File: src/rtl/otg_srp_pkg.sv
package otg_srp_pkg;

   typedef enum logic [2:0] {
      ST_IDLE,
      ST_SET_DIS,
      ST_WAIT_END,
      ST_CLR_DIS,
      ST_WAIT_SE0,
      ST_SET_CHG,
      ST_CHARGE,
      ST_CLR_CHG
   } srp_state_e;

   localparam logic [7:0] OTG_SET_ADDR = 8'h0B;
   localparam logic [7:0] OTG_CLR_ADDR = 8'h0C;
   localparam int unsigned DIS_BIT     = 3;
   localparam int unsigned CHG_BIT     = 4;
   localparam logic [7:0] DIS_MASK     = 8'(1 << DIS_BIT);
   localparam logic [7:0] CHG_MASK     = 8'(1 << CHG_BIT);

endpackage

File: src/rtl/srp_span_cnt.sv
module srp_span_cnt #(
   parameter int unsigned LIMIT = 16
) (
   input  logic clk,
   input  logic rst_n,
   input  logic run,
   output logic hit
);
   if (LIMIT == 0) begin : g_off
      logic unused_in;
      assign unused_in = ^{clk, rst_n, run};
      assign hit = 1'b0;
   end else begin : g_on
      localparam int unsigned W = (LIMIT < 2) ? 1 : $clog2(LIMIT);
      logic [W-1:0] cnt_q;

      always_ff @(posedge clk or negedge rst_n) begin
         if (!rst_n)
            cnt_q <= '0;
         else if (!run)
            cnt_q <= '0;
         else if (!hit)
            cnt_q <= cnt_q + 1'b1;
      end

      assign hit = run && (cnt_q == W'(LIMIT - 1));
   end
endmodule

File: src/rtl/srp_se0_tracker.sv
module srp_se0_tracker #(
   parameter int unsigned SE0_CYC = 120000
) (
   input  logic       clk,
   input  logic       rst_n,
   input  logic       vld,
   input  logic [1:0] line,
   output logic       ready
);
   localparam int unsigned SW = $clog2(SE0_CYC + 1);

   if (SE0_CYC < 1) begin : g_bad_window
      $error("srp_se0_tracker: SE0_CYC must be at least 1");
   end

   logic          se0_q;
   logic [SW-1:0] cnt_q;

   always_ff @(posedge clk or negedge rst_n) begin
      if (!rst_n) begin
         se0_q <= 1'b0;
         cnt_q <= '0;
      end else begin
         if (vld)
            se0_q <= (line == 2'b00);
         if (vld && line != 2'b00)
            cnt_q <= '0;
         else if (se0_q && cnt_q != SW'(SE0_CYC))
            cnt_q <= cnt_q + 1'b1;
      end
   end

   assign ready = se0_q && (cnt_q == SW'(SE0_CYC));
endmodule

File: src/rtl/otg_srp_seq.sv
module otg_srp_seq
   import otg_srp_pkg::*;
#(
   parameter int unsigned CLK_KHZ = 60000,
   parameter int unsigned SE0_MS  = 2,
   parameter int unsigned CHG_CYC = 600,
   parameter int unsigned TMO_CYC = 6000000
) (
   input  logic       clk,
   input  logic       rst_n,
   input  logic       start_i,
   output logic       wr_req_o,
   output logic [7:0] wr_addr_o,
   output logic [7:0] wr_data_o,
   input  logic       wr_ack_i,
   input  logic       rx_vld_i,
   input  logic       rx_sess_end_i,
   input  logic [1:0] rx_line_i,
   output logic       busy_o,
   output logic       done_o,
   output logic       timeout_o
);
   localparam int unsigned SE0_CYC = CLK_KHZ * SE0_MS;

   if (CHG_CYC < 1) begin : g_bad_charge
      $error("otg_srp_seq: CHG_CYC must be at least 1");
   end

   srp_state_e st_q, st_d;
   logic       sess_q;
   logic       tmo_q;
   logic       end_rise;
   logic       tmo_hit;
   logic       chg_hit;
   logic       se0_ready;

   // session-end edge seen through events only
   always_ff @(posedge clk or negedge rst_n) begin
      if (!rst_n)
         sess_q <= 1'b0;
      else if (rx_vld_i)
         sess_q <= rx_sess_end_i;
   end
   assign end_rise = rx_vld_i && rx_sess_end_i && !sess_q;

   srp_span_cnt #(.LIMIT(TMO_CYC)) u_tmo (
      .clk   (clk),
      .rst_n (rst_n),
      .run   (st_q == ST_WAIT_END),
      .hit   (tmo_hit)
   );

   srp_span_cnt #(.LIMIT(CHG_CYC)) u_chg (
      .clk   (clk),
      .rst_n (rst_n),
      .run   (st_q == ST_CHARGE),
      .hit   (chg_hit)
   );

   srp_se0_tracker #(.SE0_CYC(SE0_CYC)) u_se0 (
      .clk   (clk),
      .rst_n (rst_n),
      .vld   (rx_vld_i),
      .line  (rx_line_i),
      .ready (se0_ready)
   );

   always_comb begin
      st_d = st_q;
      unique case (st_q)
         ST_IDLE:     if (start_i)           st_d = ST_SET_DIS;
         ST_SET_DIS:  if (wr_ack_i)          st_d = ST_WAIT_END;
         ST_WAIT_END: if (end_rise || tmo_hit) st_d = ST_CLR_DIS;
         ST_CLR_DIS:  if (wr_ack_i)          st_d = tmo_q ? ST_IDLE : ST_WAIT_SE0;
         ST_WAIT_SE0: if (se0_ready)         st_d = ST_SET_CHG;
         ST_SET_CHG:  if (wr_ack_i)          st_d = ST_CHARGE;
         ST_CHARGE:   if (chg_hit)           st_d = ST_CLR_CHG;
         ST_CLR_CHG:  if (wr_ack_i)          st_d = ST_IDLE;
         default:                            st_d = ST_IDLE;
      endcase
   end

   always_ff @(posedge clk or negedge rst_n) begin
      if (!rst_n) begin
         st_q      <= ST_IDLE;
         tmo_q     <= 1'b0;
         done_o    <= 1'b0;
         timeout_o <= 1'b0;
      end else begin
         st_q      <= st_d;
         done_o    <= (st_q == ST_CLR_CHG) && wr_ack_i;
         timeout_o <= (st_q == ST_CLR_DIS) && wr_ack_i && tmo_q;
         if (st_q == ST_IDLE)
            tmo_q <= 1'b0;
         else if (st_q == ST_WAIT_END && tmo_hit && !end_rise)
            tmo_q <= 1'b1;
      end
   end

   always_comb begin
      wr_req_o  = 1'b0;
      wr_addr_o = '0;
      wr_data_o = '0;
      unique case (st_q)
         ST_SET_DIS: begin wr_req_o = 1'b1; wr_addr_o = OTG_SET_ADDR; wr_data_o = DIS_MASK; end
         ST_CLR_DIS: begin wr_req_o = 1'b1; wr_addr_o = OTG_CLR_ADDR; wr_data_o = DIS_MASK; end
         ST_SET_CHG: begin wr_req_o = 1'b1; wr_addr_o = OTG_SET_ADDR; wr_data_o = CHG_MASK; end
         ST_CLR_CHG: begin wr_req_o = 1'b1; wr_addr_o = OTG_CLR_ADDR; wr_data_o = CHG_MASK; end
         default: ;
      endcase
   end

   assign busy_o = (st_q != ST_IDLE);
endmodule

File: config.mk
export PLATFORM = sky130hd
export DESIGN_NAME = otg_srp_seq
export DESIGN_NICKNAME = d
export VERILOG_FILES = /design/src/rtl/otg_srp_pkg.sv /design/src/rtl/srp_span_cnt.sv /design/src/rtl/srp_se0_tracker.sv /design/src/rtl/otg_srp_seq.sv
export SDC_FILE = /design/constraint.sdc
export NUM_CORES = 1
export LEC_CHECK = 0
export BUFFER_PORTS_ARGS = -buffer_cell sky130_fd_sc_hd__buf_4
export CORE_MARGIN = 2
export CORE_UTILIZATION = 30
export DETAILED_ROUTE_END_ITERATION = 7
export PLACE_DENSITY = 0.46
export SYNTH_ARGS = -nofsm -noshare
export SYNTH_HDL_FRONTEND = slang
export SYNTH_SLANG_ARGS = --single-unit
File: constraint.sdc
create_clock -name clk -period 6.2 [get_ports clk]
set_clock_uncertainty 0.2 [all_clocks]
set_input_delay 0 -clock clk [delete_from_list [all_inputs] [get_ports clk]]
set_output_delay 0 -clock clk [all_outputs]
set_load 0.05 [all_outputs]
==> results_dict.tcl <==
set metrics [dict create \
    row_count 36 \
    rsz0062_at_grt "no" \
    max-slew-margin-rel_pct 41.40 \
    place_ws_ns 3.743 \
    die_h_um 104.8 \
    ys_seq_area_share_pct 47.60 \
    gp_congestion 0.7325 \
    max-cap-violations 0 \
    worstSkewPairLatency_ns 0.34 \
    drt-total-wl_mm 6.085 \
    port-buffer-count 17 \
    cts_hold_buffers 6 \
    hold_viol_final 0 \
    synth-async-reset-ratio_pct 100.0 \
    critical_path.max_fanout 16 \
    hold_ws_ns 0.01880 \
    end_kind "flip-flop" \
    min_path_type "input port to flip-flop" \
    dr_vias 2244 \
    clk_pin_slew_ns 0.07 \
    grt_max_degree 59 \
    drc 0 \
    worst-slew-pin-transition_ns 0.8723 \
    dp_hpwl_mm 3.962 \
    layout.cell_area.non_filler_um2 3475 \
    synth.cell_area_um2 3049 \
    effective_utilization_at_floorplan_pct 31.05 \
    setup_total_negative_slack_ns 0 \
    postCtsSetupRepairBufs 0 \
    numClockSinks 58 \
    critPathArrivalTime_ns 3.02 \
    htree_levels 3 \
    worstPathRequired_ns 6.29 \
    drtPass1Iterations 4 \
    synth_seq_cells 58 \
    clock_tree.root_cell "sky130_fd_sc_hd__clkbuf_8" \
    grt_pass1_wl_mm 10.91 \
    drt_iter0_markers 82 \
    run_status "finished, final reports clean" \
    syn-instance-count 323 \
    yosys.area.top_type_share_pct 47.60 \
    irDropWorstVdd_mv 0.1847 \
    coreArea_um2 9819 \
    grt_overflow_total 0 \
    setup_slack_ns 3.267 \
    track_usage_pct 12.55 \
    diodes 0 \
    postSynth.topFlopCell "sky130_fd_sc_hd__dfrtp_1" \
    critPathLaunchType "flip-flop" \
    cts.path.max_buffers 2 \
    synth_edf_count 0 \
    final-setup-viol-count 0 \
    floorplan.die.width_um 104.8 \
    power_density_nw_per_um2 308.3 \
    fmax_mhz 340.9 \
    cts_buffers 9 \
    ios 28 \
    layout-area-overhead-vs-synth_pct 13.95 \
    fin_nets 354 \
    detail_route.wl_per_cell_um 12.70 \
    layout_cells_sized_above_1_pct 11.27 \
    synth.area.top_cells "sky130_fd_sc_hd__dfrtp_1 (48%), sky130_fd_sc_hd__xor2_1 (8.6%), sky130_fd_sc_hd__nor2_1 (5.7%)" \
    cts_repair_resize_count 0 \
    total_power_mw 1.071 \
    via_count_of_the_first_global_routing_pass 2237 \
    initial_antenna_violation_count 0 \
    avgSynthCellArea_um2 9.440 \
    p_leak_nw 1.475 \
    post_synthesis_cell_type_with_the_largest_combined_area "sky130_fd_sc_hd__dfrtp_1" \
    postRouteAntennaNets 0 \
    synthesis.yosys.warnings 0 \
    post-route-period-util_pct 47.31 \
    cts_tree "built" \
    final-max-slew-violation-count 0 \
    crit_type "flip-flop to flip-flop" \
    synth_cell_types 42 \
    dieArea_um2 10990 \
    detail_route.vias_per_cell 4.685 \
    place_area_um2 3229 \
    layout_min_cycle_time_ns 2.933 \
]
[cells in the final DEF, fill, tap and decap left out, types with 7 or more instances in the layout]
master	n
sky130_fd_sc_hd__nand4_1	13
sky130_fd_sc_hd__conb_1	10
sky130_fd_sc_hd__dfrtp_1	58
sky130_fd_sc_hd__xor2_1	30
sky130_fd_sc_hd__o21ai_0	10
sky130_fd_sc_hd__xnor2_1	7
sky130_fd_sc_hd__nor2_1	46
sky130_fd_sc_hd__nand3_1	19
sky130_fd_sc_hd__and2_1	7
sky130_fd_sc_hd__or3_1	8
sky130_fd_sc_hd__a21oi_1	14
sky130_fd_sc_hd__and3_1	8
sky130_fd_sc_hd__buf_4	17
sky130_fd_sc_hd__clkbuf_8	10
sky130_fd_sc_hd__nand2_1	24
[stage by stage]
stage,utilization [%],std cells
finish,35.38,479
global route,35.38,479
CTS,35.38,479
detailed placement,32.89,458
global placement,32.89,458
floorplan,-,332
[state kept, by name, summed over array words and instances, names as in the netlist]
signal,cells
done_o,1
sess_q,1
st_q,3
timeout_o,1
tmo_q,1
u_chg.g_on.cnt_q,10
u_se0.cnt_q,17
u_se0.se0_q,1
u_tmo.g_on.cnt_q,23
[power breakdown]
group,switching (mW),internal (mW)
clock,0.147,0.193
sequential,0.0416,0.402
combinational,0.198,0.0900
[final timing paths]
| kind | from | end | slack, ns | depth (start not counted) |
|---|---|---|---|---|
| setup / recovery | u_tmo.g_on.cnt_q[0] | st_q[0] | 3.27 | 7 |
| min in group asynchronous | rst_n | u_tmo.g_on.cnt_q[15] | 0.06 | 2 |
| hold / removal | rx_sess_end_i | tmo_q | 0.02 | 6 |
| max in group asynchronous | rst_n | done_o | 5.21 | 2 |
| hold reg to reg | u_se0.cnt_q[16] | u_se0.cnt_q[16] | 0.34 | 2 |
| setup reg to reg | u_tmo.g_on.cnt_q[0] | st_q[0] | 3.27 | 7 |
[cells in the mapped netlist, types with 2 or more instances]
| library cell | n |
|---|---|
| sky130_fd_sc_hd__and2_1 | 7 |
| sky130_fd_sc_hd__and3_1 | 8 |
| sky130_fd_sc_hd__nor3b_1 | 3 |
| sky130_fd_sc_hd__clkbuf_1 | 6 |
| sky130_fd_sc_hd__nand2_1 | 24 |
| sky130_fd_sc_hd__o21ai_0 | 10 |
| sky130_fd_sc_hd__nor2_1 | 46 |
| sky130_fd_sc_hd__ha_1 | 4 |
| sky130_fd_sc_hd__nand4_1 | 13 |
| sky130_fd_sc_hd__nand2_2 | 2 |
| sky130_fd_sc_hd__and4_1 | 2 |
| sky130_fd_sc_hd__dfrtp_1 | 58 |
| sky130_fd_sc_hd__or4_1 | 3 |
| sky130_fd_sc_hd__nor4_1 | 3 |
| sky130_fd_sc_hd__o31ai_1 | 4 |
| sky130_fd_sc_hd__buf_2 | 4 |
| sky130_fd_sc_hd__nand3_1 | 19 |
| sky130_fd_sc_hd__nor2b_1 | 3 |
| sky130_fd_sc_hd__mux2i_1 | 2 |
| sky130_fd_sc_hd__inv_1 | 6 |
| sky130_fd_sc_hd__a21oi_1 | 14 |
| sky130_fd_sc_hd__nor3_1 | 5 |
| sky130_fd_sc_hd__nand3b_1 | 2 |
| sky130_fd_sc_hd__or2_2 | 2 |
| sky130_fd_sc_hd__xnor2_1 | 7 |
| sky130_fd_sc_hd__or3_1 | 8 |
| sky130_fd_sc_hd__xor2_1 | 30 |
| sky130_fd_sc_hd__buf_4 | 12 |
| sky130_fd_sc_hd__nor4bb_1 | 3 |
[final cells by class]
type / instances / area, um^2
fillers: 1046 / 6345
multi-input cells: 244 / 1461
flip-flops and latches: 58 / 1451
repair buffers: 23 / 187.7
well taps: 133 / 166.4
clock buffers: 12 / 145.1
clock inverters: 3 / 40.04
inverters: 6 / 22.52
[per-layer routing]
metal	wire, um	GRT usage [%]
met1	3018	16.38
met2	2761	19.11
met3	235	4.679
met4	70	4.286
met5	0	0
[kinds of logic (layout without fill, tap and decap cells)]
group                      after synthesis  count (layout)  share of synthesized area [%]
adders and majority gates                4               4                          1.641
buffers and inverters                   30              44                          5.581
xor gates and xnor gates                37              37                          10.63
muxes                                    2               2                         0.6566
and+or+nand+nor                        159             159                          27.66
other                                    1              10                         0.1230
AOI/OAI and AO/OA                       32              32                          6.114
DFF                                     58              58                          47.60
[worst max-delay path: stages, from the launching register on]
cell	delay [ns]
sky130_fd_sc_hd__dfrtp_1	0.38
sky130_fd_sc_hd__ha_1	0.18
sky130_fd_sc_hd__nand2_1	0.13
sky130_fd_sc_hd__or3_4	0.37
sky130_fd_sc_hd__nor4_4	0.73
sky130_fd_sc_hd__nor3_2	0.10
sky130_fd_sc_hd__o31ai_2	0.22
sky130_fd_sc_hd__dlygate4sd3_1	0.57
No activity file was read; power rests on OpenSTA's default activity.
